## src/rtl/lwk_pkg.sv

```systemverilog
package lwk_pkg;

  typedef enum logic [1:0] {
    ST_IDLE   = 2'd0,
    ST_FRAMES = 2'd1,
    ST_LINES  = 2'd2,
    ST_WAKE   = 2'd3
  } wakeState_t;

  // strobes from the sequencer to the datapath
  typedef struct packed {
    logic clrFrame;
    logic incFrame;
    logic clrLine;
    logic incLine;
    logic clrSyncEn;
    logic clrPinFlag;
  } wakeStrobe_t;

  // conditions from the datapath to the sequencer
  typedef struct packed {
    logic syncEn;
    logic pinFlag;
    logic linkFall;
    logic frameHit;
    logic lineZero;
    logic lineLast;
  } wakeStatus_t;

endpackage

```

## src/rtl/lwk_datapath.sv

```systemverilog
module lwk_datapath
  import lwk_pkg::*;
#(
  parameter int FRAME_W     = 4,
  parameter int LINE_W      = 9,
  parameter int SYNC_STAGES = 2
) (
  input  logic                        clk,
  input  logic                        rstN,
  input  logic                        cfgWe,
  input  logic [3+FRAME_W+LINE_W-1:0] cfgWdata,
  output logic [3+FRAME_W+LINE_W:0]   cfgRdata,
  input  logic                        linkActive,
  input  logic                        pinIrq,
  input  wakeStrobe_t                 strobe,
  output wakeStatus_t                 status
);

  localparam int FRAME_LSB = 3;
  localparam int LINE_LSB  = FRAME_LSB + FRAME_W;

  logic               syncEn;
  logic               irqEn;
  logic               pinIn;
  logic               pinFlag;
  logic [FRAME_W-1:0] frameCfg;
  logic [LINE_W-1:0]  lineCfg;
  logic [FRAME_W-1:0] frameSeen;
  logic [LINE_W-1:0]  lineSeen;
  logic               linkPrev;
  logic [SYNC_STAGES:0] pinSync;
  logic               pinRise;
  logic [LINE_W:0]    lineNext;

  // configuration bank; hardware clear of the arm bit wins over a write
  always_ff @(posedge clk or negedge rstN) begin
    if (!rstN) begin
      syncEn   <= 1'b0;
      irqEn    <= 1'b0;
      pinIn    <= 1'b0;
      frameCfg <= '0;
      lineCfg  <= '0;
    end else begin
      if (strobe.clrSyncEn)  syncEn <= 1'b0;
      else if (cfgWe)        syncEn <= cfgWdata[0];
      if (cfgWe) begin
        irqEn    <= cfgWdata[1];
        pinIn    <= cfgWdata[2];
        frameCfg <= cfgWdata[FRAME_LSB +: FRAME_W];
        lineCfg  <= cfgWdata[LINE_LSB +: LINE_W];
      end
    end
  end

  // pin synchroniser chain plus one stage for edge detection
  always_ff @(posedge clk or negedge rstN) begin
    if (!rstN) pinSync <= '0;
    else       pinSync <= {pinSync[SYNC_STAGES-1:0], pinIrq};
  end

  assign pinRise = pinSync[SYNC_STAGES-1] & ~pinSync[SYNC_STAGES];

  // pin wake flag: a new accepted edge wins over the clear
  always_ff @(posedge clk or negedge rstN) begin
    if (!rstN)                          pinFlag <= 1'b0;
    else if (pinRise && irqEn && pinIn) pinFlag <= 1'b1;
    else if (strobe.clrPinFlag)         pinFlag <= 1'b0;
  end

  always_ff @(posedge clk or negedge rstN) begin
    if (!rstN) linkPrev <= 1'b0;
    else       linkPrev <= linkActive;
  end

  // frame and line counters
  always_ff @(posedge clk or negedge rstN) begin
    if (!rstN) begin
      frameSeen <= '0;
      lineSeen  <= '0;
    end else begin
      if (strobe.clrFrame)      frameSeen <= '0;
      else if (strobe.incFrame) frameSeen <= frameSeen + 1'b1;
      if (strobe.clrLine)       lineSeen  <= '0;
      else if (strobe.incLine)  lineSeen  <= lineSeen + 1'b1;
    end
  end

  assign lineNext = {1'b0, lineSeen} + 1'b1;

  always_comb begin
    status.syncEn   = syncEn;
    status.pinFlag  = pinFlag;
    status.linkFall = linkPrev & ~linkActive;
    status.frameHit = (frameSeen == frameCfg);
    status.lineZero = (lineCfg == '0);
    status.lineLast = (lineNext == {1'b0, lineCfg});
  end

  assign cfgRdata = {pinFlag, lineCfg, frameCfg, pinIn, irqEn, syncEn};


  pin_gate_chk: assert property (@(posedge clk) disable iff (!rstN)
    $rose(pinFlag) |-> $past(irqEn && pinIn));


  cfg_load_chk: assert property (@(posedge clk) disable iff (!rstN)
    cfgWe |=> (frameCfg == $past(cfgWdata[FRAME_LSB +: FRAME_W]) &&
               lineCfg  == $past(cfgWdata[LINE_LSB +: LINE_W])));

endmodule

```

## src/rtl/lwk_control.sv

```systemverilog
module lwk_control
  import lwk_pkg::*;
(
  input  logic        clk,
  input  logic        rstN,
  input  logic        linkActive,
  input  logic        frameStart,
  input  logic        lineStart,
  input  wakeStatus_t status,
  output wakeStrobe_t strobe,
  output logic        clientWake
);

  wakeState_t state;
  wakeState_t nextState;

  always_comb begin
    nextState = state;
    strobe    = '0;
    case (state)
      ST_IDLE: begin
        if (status.pinFlag) begin
          nextState = ST_WAKE;
        end else if (status.syncEn && status.linkFall) begin
          nextState       = ST_FRAMES;
          strobe.clrFrame = 1'b1;
        end
      end
      ST_FRAMES: begin
        if (status.pinFlag) begin
          nextState = ST_WAKE;
        end else if (linkActive) begin
          nextState        = ST_IDLE;
          strobe.clrSyncEn = 1'b1;
        end else if (frameStart) begin
          if (status.frameHit) begin
            if (status.lineZero) begin
              nextState = ST_WAKE;
            end else begin
              nextState      = ST_LINES;
              strobe.clrLine = 1'b1;
            end
          end else begin
            strobe.incFrame = 1'b1;
          end
        end
      end
      ST_LINES: begin
        if (status.pinFlag) begin
          nextState = ST_WAKE;
        end else if (linkActive) begin
          nextState        = ST_IDLE;
          strobe.clrSyncEn = 1'b1;
        end else if (lineStart) begin
          if (status.lineLast) nextState      = ST_WAKE;
          else                 strobe.incLine = 1'b1;
        end
      end
      ST_WAKE: begin
        if (linkActive) begin
          nextState         = ST_IDLE;
          strobe.clrSyncEn  = 1'b1;
          strobe.clrPinFlag = 1'b1;
        end
      end
      default: nextState = ST_IDLE;
    endcase
  end

  always_ff @(posedge clk or negedge rstN) begin
    if (!rstN) state <= ST_IDLE;
    else       state <= nextState;
  end

  assign clientWake = (state == ST_WAKE);


  wake_release_chk: assert property (@(posedge clk) disable iff (!rstN)
    (state == ST_WAKE && linkActive) |=> (!clientWake && !status.syncEn));


  wake_cause_chk: assert property (@(posedge clk) disable iff (!rstN)
    $rose(clientWake) |-> $past(frameStart || lineStart || status.pinFlag));


  abort_idle_chk: assert property (@(posedge clk) disable iff (!rstN)
    ((state == ST_FRAMES || state == ST_LINES) && linkActive && !status.pinFlag)
      |=> (state == ST_IDLE && !clientWake));


  idle_quiet_chk: assert property (@(posedge clk) disable iff (!rstN)
    (state == ST_IDLE && !status.pinFlag) |=> !clientWake);


  count_onehot_chk: assert property (@(posedge clk) disable iff (!rstN)
    $onehot0({strobe.incFrame, strobe.clrLine, strobe.incLine, strobe.clrFrame}));

endmodule

```

## src/rtl/link_wake_ctrl.sv

```systemverilog
module link_wake_ctrl
  import lwk_pkg::*;
#(
  parameter int FRAME_W     = 4,
  parameter int LINE_W      = 9,
  parameter int SYNC_STAGES = 2
) (
  input  logic                        clk,
  input  logic                        rstN,
  input  logic                        cfgWe,
  input  logic [3+FRAME_W+LINE_W-1:0] cfgWdata,
  output logic [3+FRAME_W+LINE_W:0]   cfgRdata,
  input  logic                        linkActive,
  input  logic                        frameStart,
  input  logic                        lineStart,
  input  logic                        pinIrq,
  output logic                        clientWake
);

  wakeStrobe_t strobe;
  wakeStatus_t status;

  lwk_datapath #(
    .FRAME_W    (FRAME_W),
    .LINE_W     (LINE_W),
    .SYNC_STAGES(SYNC_STAGES)
  ) dp (
    .clk       (clk),
    .rstN      (rstN),
    .cfgWe     (cfgWe),
    .cfgWdata  (cfgWdata),
    .cfgRdata  (cfgRdata),
    .linkActive(linkActive),
    .pinIrq    (pinIrq),
    .strobe    (strobe),
    .status    (status)
  );

  lwk_control ctl (
    .clk       (clk),
    .rstN      (rstN),
    .linkActive(linkActive),
    .frameStart(frameStart),
    .lineStart (lineStart),
    .status    (status),
    .strobe    (strobe),
    .clientWake(clientWake)
  );

endmodule

```

## config.mk

```make
export PLATFORM = sky130hd
export DESIGN_NAME = link_wake_ctrl
export DESIGN_NICKNAME = d
export VERILOG_FILES = /design/src/rtl/lwk_pkg.sv /design/src/rtl/lwk_datapath.sv /design/src/rtl/lwk_control.sv /design/src/rtl/link_wake_ctrl.sv
export SDC_FILE = /design/constraint.sdc
export NUM_CORES = 1
export LEC_CHECK = 0
export CORE_ASPECT_RATIO = 1.2
export CORE_MARGIN = 5
export CORE_UTILIZATION = 25
export DETAILED_ROUTE_END_ITERATION = 7
export GPL_ROUTABILITY_DRIVEN = 0
export PLACE_DENSITY = 0.53
export SETUP_SLACK_MARGIN = 0.3
export SYNTH_ARGS = -nofsm -noshare
export SYNTH_HDL_FRONTEND = slang
export SYNTH_SLANG_ARGS = --single-unit
```

## constraint.sdc

```tcl
create_clock -name clk -period 2.8 [get_ports clk]
set_clock_uncertainty 0.05 [all_clocks]
set_input_delay 0.42 -clock clk [delete_from_list [all_inputs] [get_ports clk]]
set_output_delay 0.42 -clock clk [all_outputs]
set_load 0.05 [all_outputs]
```

; ---- Word level (Yosys, flattened, before mapping)
; Cells that the tools add are included.
[op_classes]
add_sub_neg = 3
muxes = 41
eq_ne = 11
bitwise = 4
n_reduce_logical = 10
[ops]
columns = op, n
row1 = $mux W2, 17
row2 = $mux W1, 18
row3 = $mux W9, 2
row4 = $add A9 B1 Y10 const B, 1
row5 = $eq A10 B9 Y1, 1
row6 = $add A9 B1 Y9 const B, 1
row7 = $logic_not A9 Y1, 1
row8 = $mux W4, 2
row9 = $ne A4 B3 Y1 const B, 2
row10 = $ne A4 B4 Y1 const B, 2
row11 = $pmux W2 S4, 1
row12 = $reduce_bool A2 Y1, 4
row13 = $reduce_and A6 Y1, 1
row14 = $add A4 B1 Y4 const B, 1
row15 = $eq A2 B2 Y1 const B, 2
row16 = $eq A4 B4 Y1, 1
row17 = $logic_and A1 B1 Y1, 3
row18 = $ne A3 B2 Y1 const B, 1
row19 = $pmux W1 S3, 1
row20 = $and A1 B1 Y1, 2
row21 = $eq A2 B1 Y1 const B, 1
row22 = $logic_not A2 Y1, 1
row23 = $ne A2 B2 Y1 const B, 1
row24 = $not A1 Y1, 2
[word_totals]
elab_cells = 80
reg_bits = 36
input_bits = 23
output_inout_bits = 18

; ---- Logic depth before layout (Yosys ltp)
[logic_depth]
depth_word = 9
mapped_depth = 9
mapped_depth_nobuf = 8

; ---- Hierarchy
; A second synthesis with hierarchy kept.
[unflattened]
cells_unflattened = 184
area_unflattened_um2 = 1949.4
[by_module_without_submodules]
columns = mod, cells_each, n_inst, seq_area_each_um2, area_per_inst_um2
row1 = lwk_datapath, 148, 1, 850.8, 1695.4
row2 = lwk_control, 36, 1, 50.0, 254.0

; ---- Least setup slack after synthesis
; Ideal clock, no wire load.
[synth_path]
kind = reg-to-reg
startpoint = register dp.lineCfg[4]
endpoint = register dp.lineSeen[7]
period_less_slack_ns = 2.338
required_time_ns = 2.626
n_path_buf = 1
stages_incl_launch_ff = 9
arrival_time_ns = 2.164
setup_ns = 0.124
setup_slack_ns = 0.462
cell_sequence = dfrtp_1 -> xor2_2 -> xnor2_1 -> nor4_2 -> o2111ai_1 -> o31ai_4 -> buf_6 -> nor2_1 -> a211o_1
[synth_via]
elab_chain_cells = 8
elab_cells_between_ends = 15
cone_classes = eq/ne: 1 / mux: 12 / reduce/logical: 2
[synth_lines]
columns = element, line_no
row1 = start: declaration, lwk_datapath.sv:27  ; logic [LINE_W-1:0] lineCfg;
row2 = start signal: assignment, lwk_datapath.sv:50  ; lineCfg <= cfgWdata[LINE_LSB +: LINE_W];
row3 = $logic_not A9 Y1, lwk_datapath.sv:95  ; status.lineZero = (lineCfg == '0);
row4 = $mux W1, lwk_control.sv:37  ; if (status.lineZero) begin
row5 = $mux W1, lwk_control.sv:36  ; if (status.frameHit) begin
row6 = $mux W2, lwk_control.sv:35  ; end else if (frameStart) begin
row7 = $mux W2, lwk_control.sv:32  ; end else if (linkActive) begin
row8 = $mux W2, lwk_control.sv:30  ; if (status.pinFlag) begin
row9 = $mux W2, lwk_control.sv:20  ; case (state)
row10 = $mux W9 / $reduce_bool A2 Y1 (equally long branches), --
row11 = end signal: assignment, lwk_datapath.sv:84  ; else if (strobe.incLine) lineSeen <= lineSeen + 1'b1;
row12 = end: declaration, lwk_datapath.sv:29  ; logic [LINE_W-1:0] lineSeen;
; Several ways; a longest one is shown, not always the timed one.
; A chain may end at the register's enable or synchronous reset.

; ---- Worst setup path after layout
[layout_path]
startpoint = register dp.lineSeen[0]
endpoint = register dp.lineSeen[4]
[layout_via]
elab_chain_cells = 8
elab_cells_between_ends = 11
cone_classes = add/sub: 2 / eq/ne: 1 / mux: 7 / reduce/logical: 1
[layout_lines]
columns = element, line_no
row1 = $add A9 B1 Y10, lwk_datapath.sv:88  ; assign lineNext = {1'b0, lineSeen} + 1'b1;
row2 = $eq A10 B9 Y1, lwk_datapath.sv:96  ; status.lineLast = (lineNext == {1'b0, lineCfg});
row3 = $mux W1, lwk_control.sv:55  ; if (status.lineLast) nextState = ST_WAKE;
row4 = $mux W1, lwk_control.sv:54  ; end else if (lineStart) begin
row5 = $mux W1, lwk_control.sv:51  ; end else if (linkActive) begin
row6 = $mux W2, lwk_control.sv:49  ; if (status.pinFlag) begin
row7 = $mux W1, lwk_control.sv:20
row8 = $reduce_bool A2 Y1 (no line), --
; Several ways; a longest one is shown, not always the timed one. The select of a mux whose other input is x is not followed.

==> results.cfg <==
[power]
p_per_area_nw_per_um2 = 737.0
intPower_mw = 1.183
comb_power_share = 0.347
p_leak_nw = 1.036
pwr-share-seq = 0.409
p_sw_frac = 0.3718
clkPwrFrac = 0.244
irDropWorstVdd_mv = 0.4578
netSwitchingPower_mw = 0.7004

[critical_path]
reg2reg_to = dp.lineSeen[4]$_DFFE_PN0P_
ff2ff_path_depth = 9
rrSetupSlack_ns = 0.48
cp-end-kind = flip-flop
cp-endpoint = dp.lineSeen[4]$_DFFE_PN0P_
cp_max_fo = 15
start_kind = flip-flop
arrival_ns = 2.44
startpoint = dp.lineSeen[0]$_DFFE_PN0P_
r2r-start = dp.lineSeen[0]$_DFFE_PN0P_
critPathRequiredTime_ns = 2.92
path_class = flip-flop to flip-flop

[cells_and_area]
synthToLayoutAreaGrowth_pct = 30.54
diodes = 0
drive_above_1_share = 0.1909
final_core_util = 0.3336
final_cells = 312
fin_nets = 244

[clocking]
clock-root-buffer = clkbuf_8
clk_path_buf_depth = 2
numCtsBuffers = 5
cts_sinks = 36
postCtsHoldBufs = 0
insertion_delay_ns = 0.29
cts_max_level = 2
cts.clk_slew.worst_paths_ns = 0.07
cts_tree = done

[status]
outcome = finished clean

[die]
rows = 35
fp.dieW_um = 90.79
core_um2 = 7664
dieArea_um2 = 9710
ios = 41
start_util = 0.2555
die_y_um = 107.0

[route]
routed_wl_mm = 4.517
wire_per_inst_um = 14.48
postRouteAntennaNets = 0
routed_via_density = 4.696
dr.pass1.iters = 4
drt_drc_violations_left = 0
via_count = 1465
drtIter0Drc = 31

[timing]
finalHoldViolCount = 0
final.period_utilization = 0.8288
fin_crit_ns = 2.321
maxSlewHeadroom = 0.4542
whs_ns = 0.1727
setup_viol = 0
max_freq_mhz = 430.9
max_slew.worst_pin.slew_ns = 0.8186
timing.setup.tns_ns = 0
maxSlewViolCount = 0
rsz0062_at_grt = no

[synth]
yosysTopAreaCellShare = 0.4601
syn_nets = 205
synth_top_flop_cell = dfrtp_1
ys_ff_latch = 36
netlist_top_cells_area = dfrtp_1 (46%), mux2_2 (8.6%), xor2_1 (4.5%)
synth_area_per_cell_um2 = 10.88
syn_inst = 180
seq_area_frac_synth = 0.4601
synth_edf_count = 0
synth_largest_area_cell = dfrtp_1
syn_area_um2 = 1958
yosysWarnings = 0
synth.distinct_cells = 46
async_flop_share = 1.000

[global_routing]
grt_pass1_vias = 1554
grt_pass1_wl_mm = 7.514
grt.overflow.total = 0
grt.total_usage = 0.09619
antenna_found_initial = 0
grt_max_degree = 37

[placement]
dpl.hpwl_mm = 3.321
port_buffers = 40
place_inst = 302

[min_path]
holdCritPathClass = input port to asynchronous set/reset pin

[run]
cap_violations = 0
## state kept, by name, indices dropped and copies added (netlist names)
register	count
dp.pinSync	3
dp.lineCfg	9
dp.frameCfg	4
dp.lineSeen	9
dp.irqEn	1
ctl.state	2
dp.pinIn	1
dp.pinFlag	1
dp.syncEn	1
dp.linkPrev	1
dp.frameSeen	4
## final cells by class
type / instances / area (µm²)
Timing Repair Buffer: 47 / 451.7
Fill cell: 767 / 5107
Clock inverter: 3 / 42.54
Inverter: 3 / 11.26
Clock buffer: 5 / 68.82
Multi-Input combinational cell: 126 / 964.7
Tap cell: 92 / 115.1
Sequential cell: 36 / 902.1
## worst max-delay path: stages (launching register included)
cell       delay [ns]
dfrtp_2          0.44
ha_4             0.18
nand3_1          0.13
xnor2_1          0.17
nor4_2           0.32
o2111ai_2        0.20
o31ai_4          0.21
buf_6            0.19
nor3_1           0.06
a211o_1          0.27
## stage by stage
step	power [mW]	area [µm²]	worst slack, ns
2_1_floorplan	1.232	1958	0.4616
3_3_place_gp	1.407	2405	0.3056
3_5_place_dp	1.411	2405	0.2547
4_1_cts	1.886	2520	0.3045
5_1_grt	2.008	2556	0.3160
6_report	1.884	2556	0.4795
## routing by layer
layer | track usage | wire, µm
met2 | 0.1750 | 2371
met5 | 0 | 0
met4 | 0.02516 | 41
met3 | 0.02667 | 182
met1 | 0.1104 | 1922
## cell usage in the layout, fill, tap and decap left out, types with 2 or more instances in the layout
cell,synthesis,routed
inv_1,3,3
o21ai_0,8,8
mux2i_1,3,3
nand3b_1,2,2
a31oi_1,2,2
nor3b_1,2,2
nor4_1,3,3
nor3_1,5,5
xor2_1,10,10
nand3_1,8,8
nand2_1,9,9
nor4b_1,3,3
nand4_1,2,2
clkbuf_8,0,5
mux2_2,15,15
buf_4,6,6
and3_1,2,2
xnor2_1,8,8
a211o_1,4,4
clkdlybuf4s50_1,0,39
and2_1,3,2
dfrtp_1,36,35
a21oi_1,3,3
nor2_1,12,12
## how the worst min path moves through the flow
stage	cells past startpoint	start	end
2_1_floorplan	0	rstN	ctl.state[0]$_DFFE_PN0P_
3_3_place_gp	0	dp.pinSync[0]$_DFF_PN0_	dp.pinSync[1]$_DFF_PN0_
3_5_place_dp	0	dp.pinSync[0]$_DFF_PN0_	dp.pinSync[1]$_DFF_PN0_
4_1_cts	1	rstN	dp.irqEn$_DFFE_PN0P_
5_1_grt	1	rstN	dp.lineCfg[4]$_DFFE_PN0P_
6_report	1	rstN	dp.lineCfg[4]$_DFFE_PN0P_
## synth_stat cells (2+ instances only)
cell and n:
dfrtp_1 36, mux2_2 15, nor2_1 12, xor2_1 10, nand2_1 9, nand3_1 8
o21ai_0 8, xnor2_1 8, buf_4 6, clkbuf_1 5, nor3_1 5, a211o_1 4
a21oi_1 3, and2_1 3, buf_6 3, inv_1 3, mux2i_1 3, nor4_1 3
nor4b_1 3, a31oi_1 2, and3_1 2, ha_1 2, nand3b_1 2, nand4_1 2
nor3b_1 2
## logic make-up after synthesis
| family | count (synthesis) | share of synthesized area |
|---|---|---|
| AO/OA/AOI/OAI | 27 | 0.1003 |
| XOR/XNOR | 20 | 0.09713 |
| adder cells (fa/ha/maj) | 3 | 0.01789 |
| buffers and inverters | 18 | 0.05750 |
| flip-flops | 36 | 0.4601 |
| multiplexers | 18 | 0.1016 |
| AND/OR/NAND/NOR | 58 | 0.1655 |
## power groups by stage
stage          clock network (mW)  registers, mW  logic (mW)
6_report                    0.460          0.770       0.654
5_1_grt                     0.498          0.794       0.717
4_1_cts                     0.477          0.763       0.646
3_5_place_dp                    0          0.770       0.640
3_3_place_gp                    0          0.770       0.637
2_1_floorplan                   0          0.770       0.462
## what timing repair did
action,in CTS,in global routing
setup buffers,0,2
resized for setup,2,4
cloned,0,0
endpoints found under the setup margin,6,7
No activity file was read; power rests on OpenSTA's default activity.
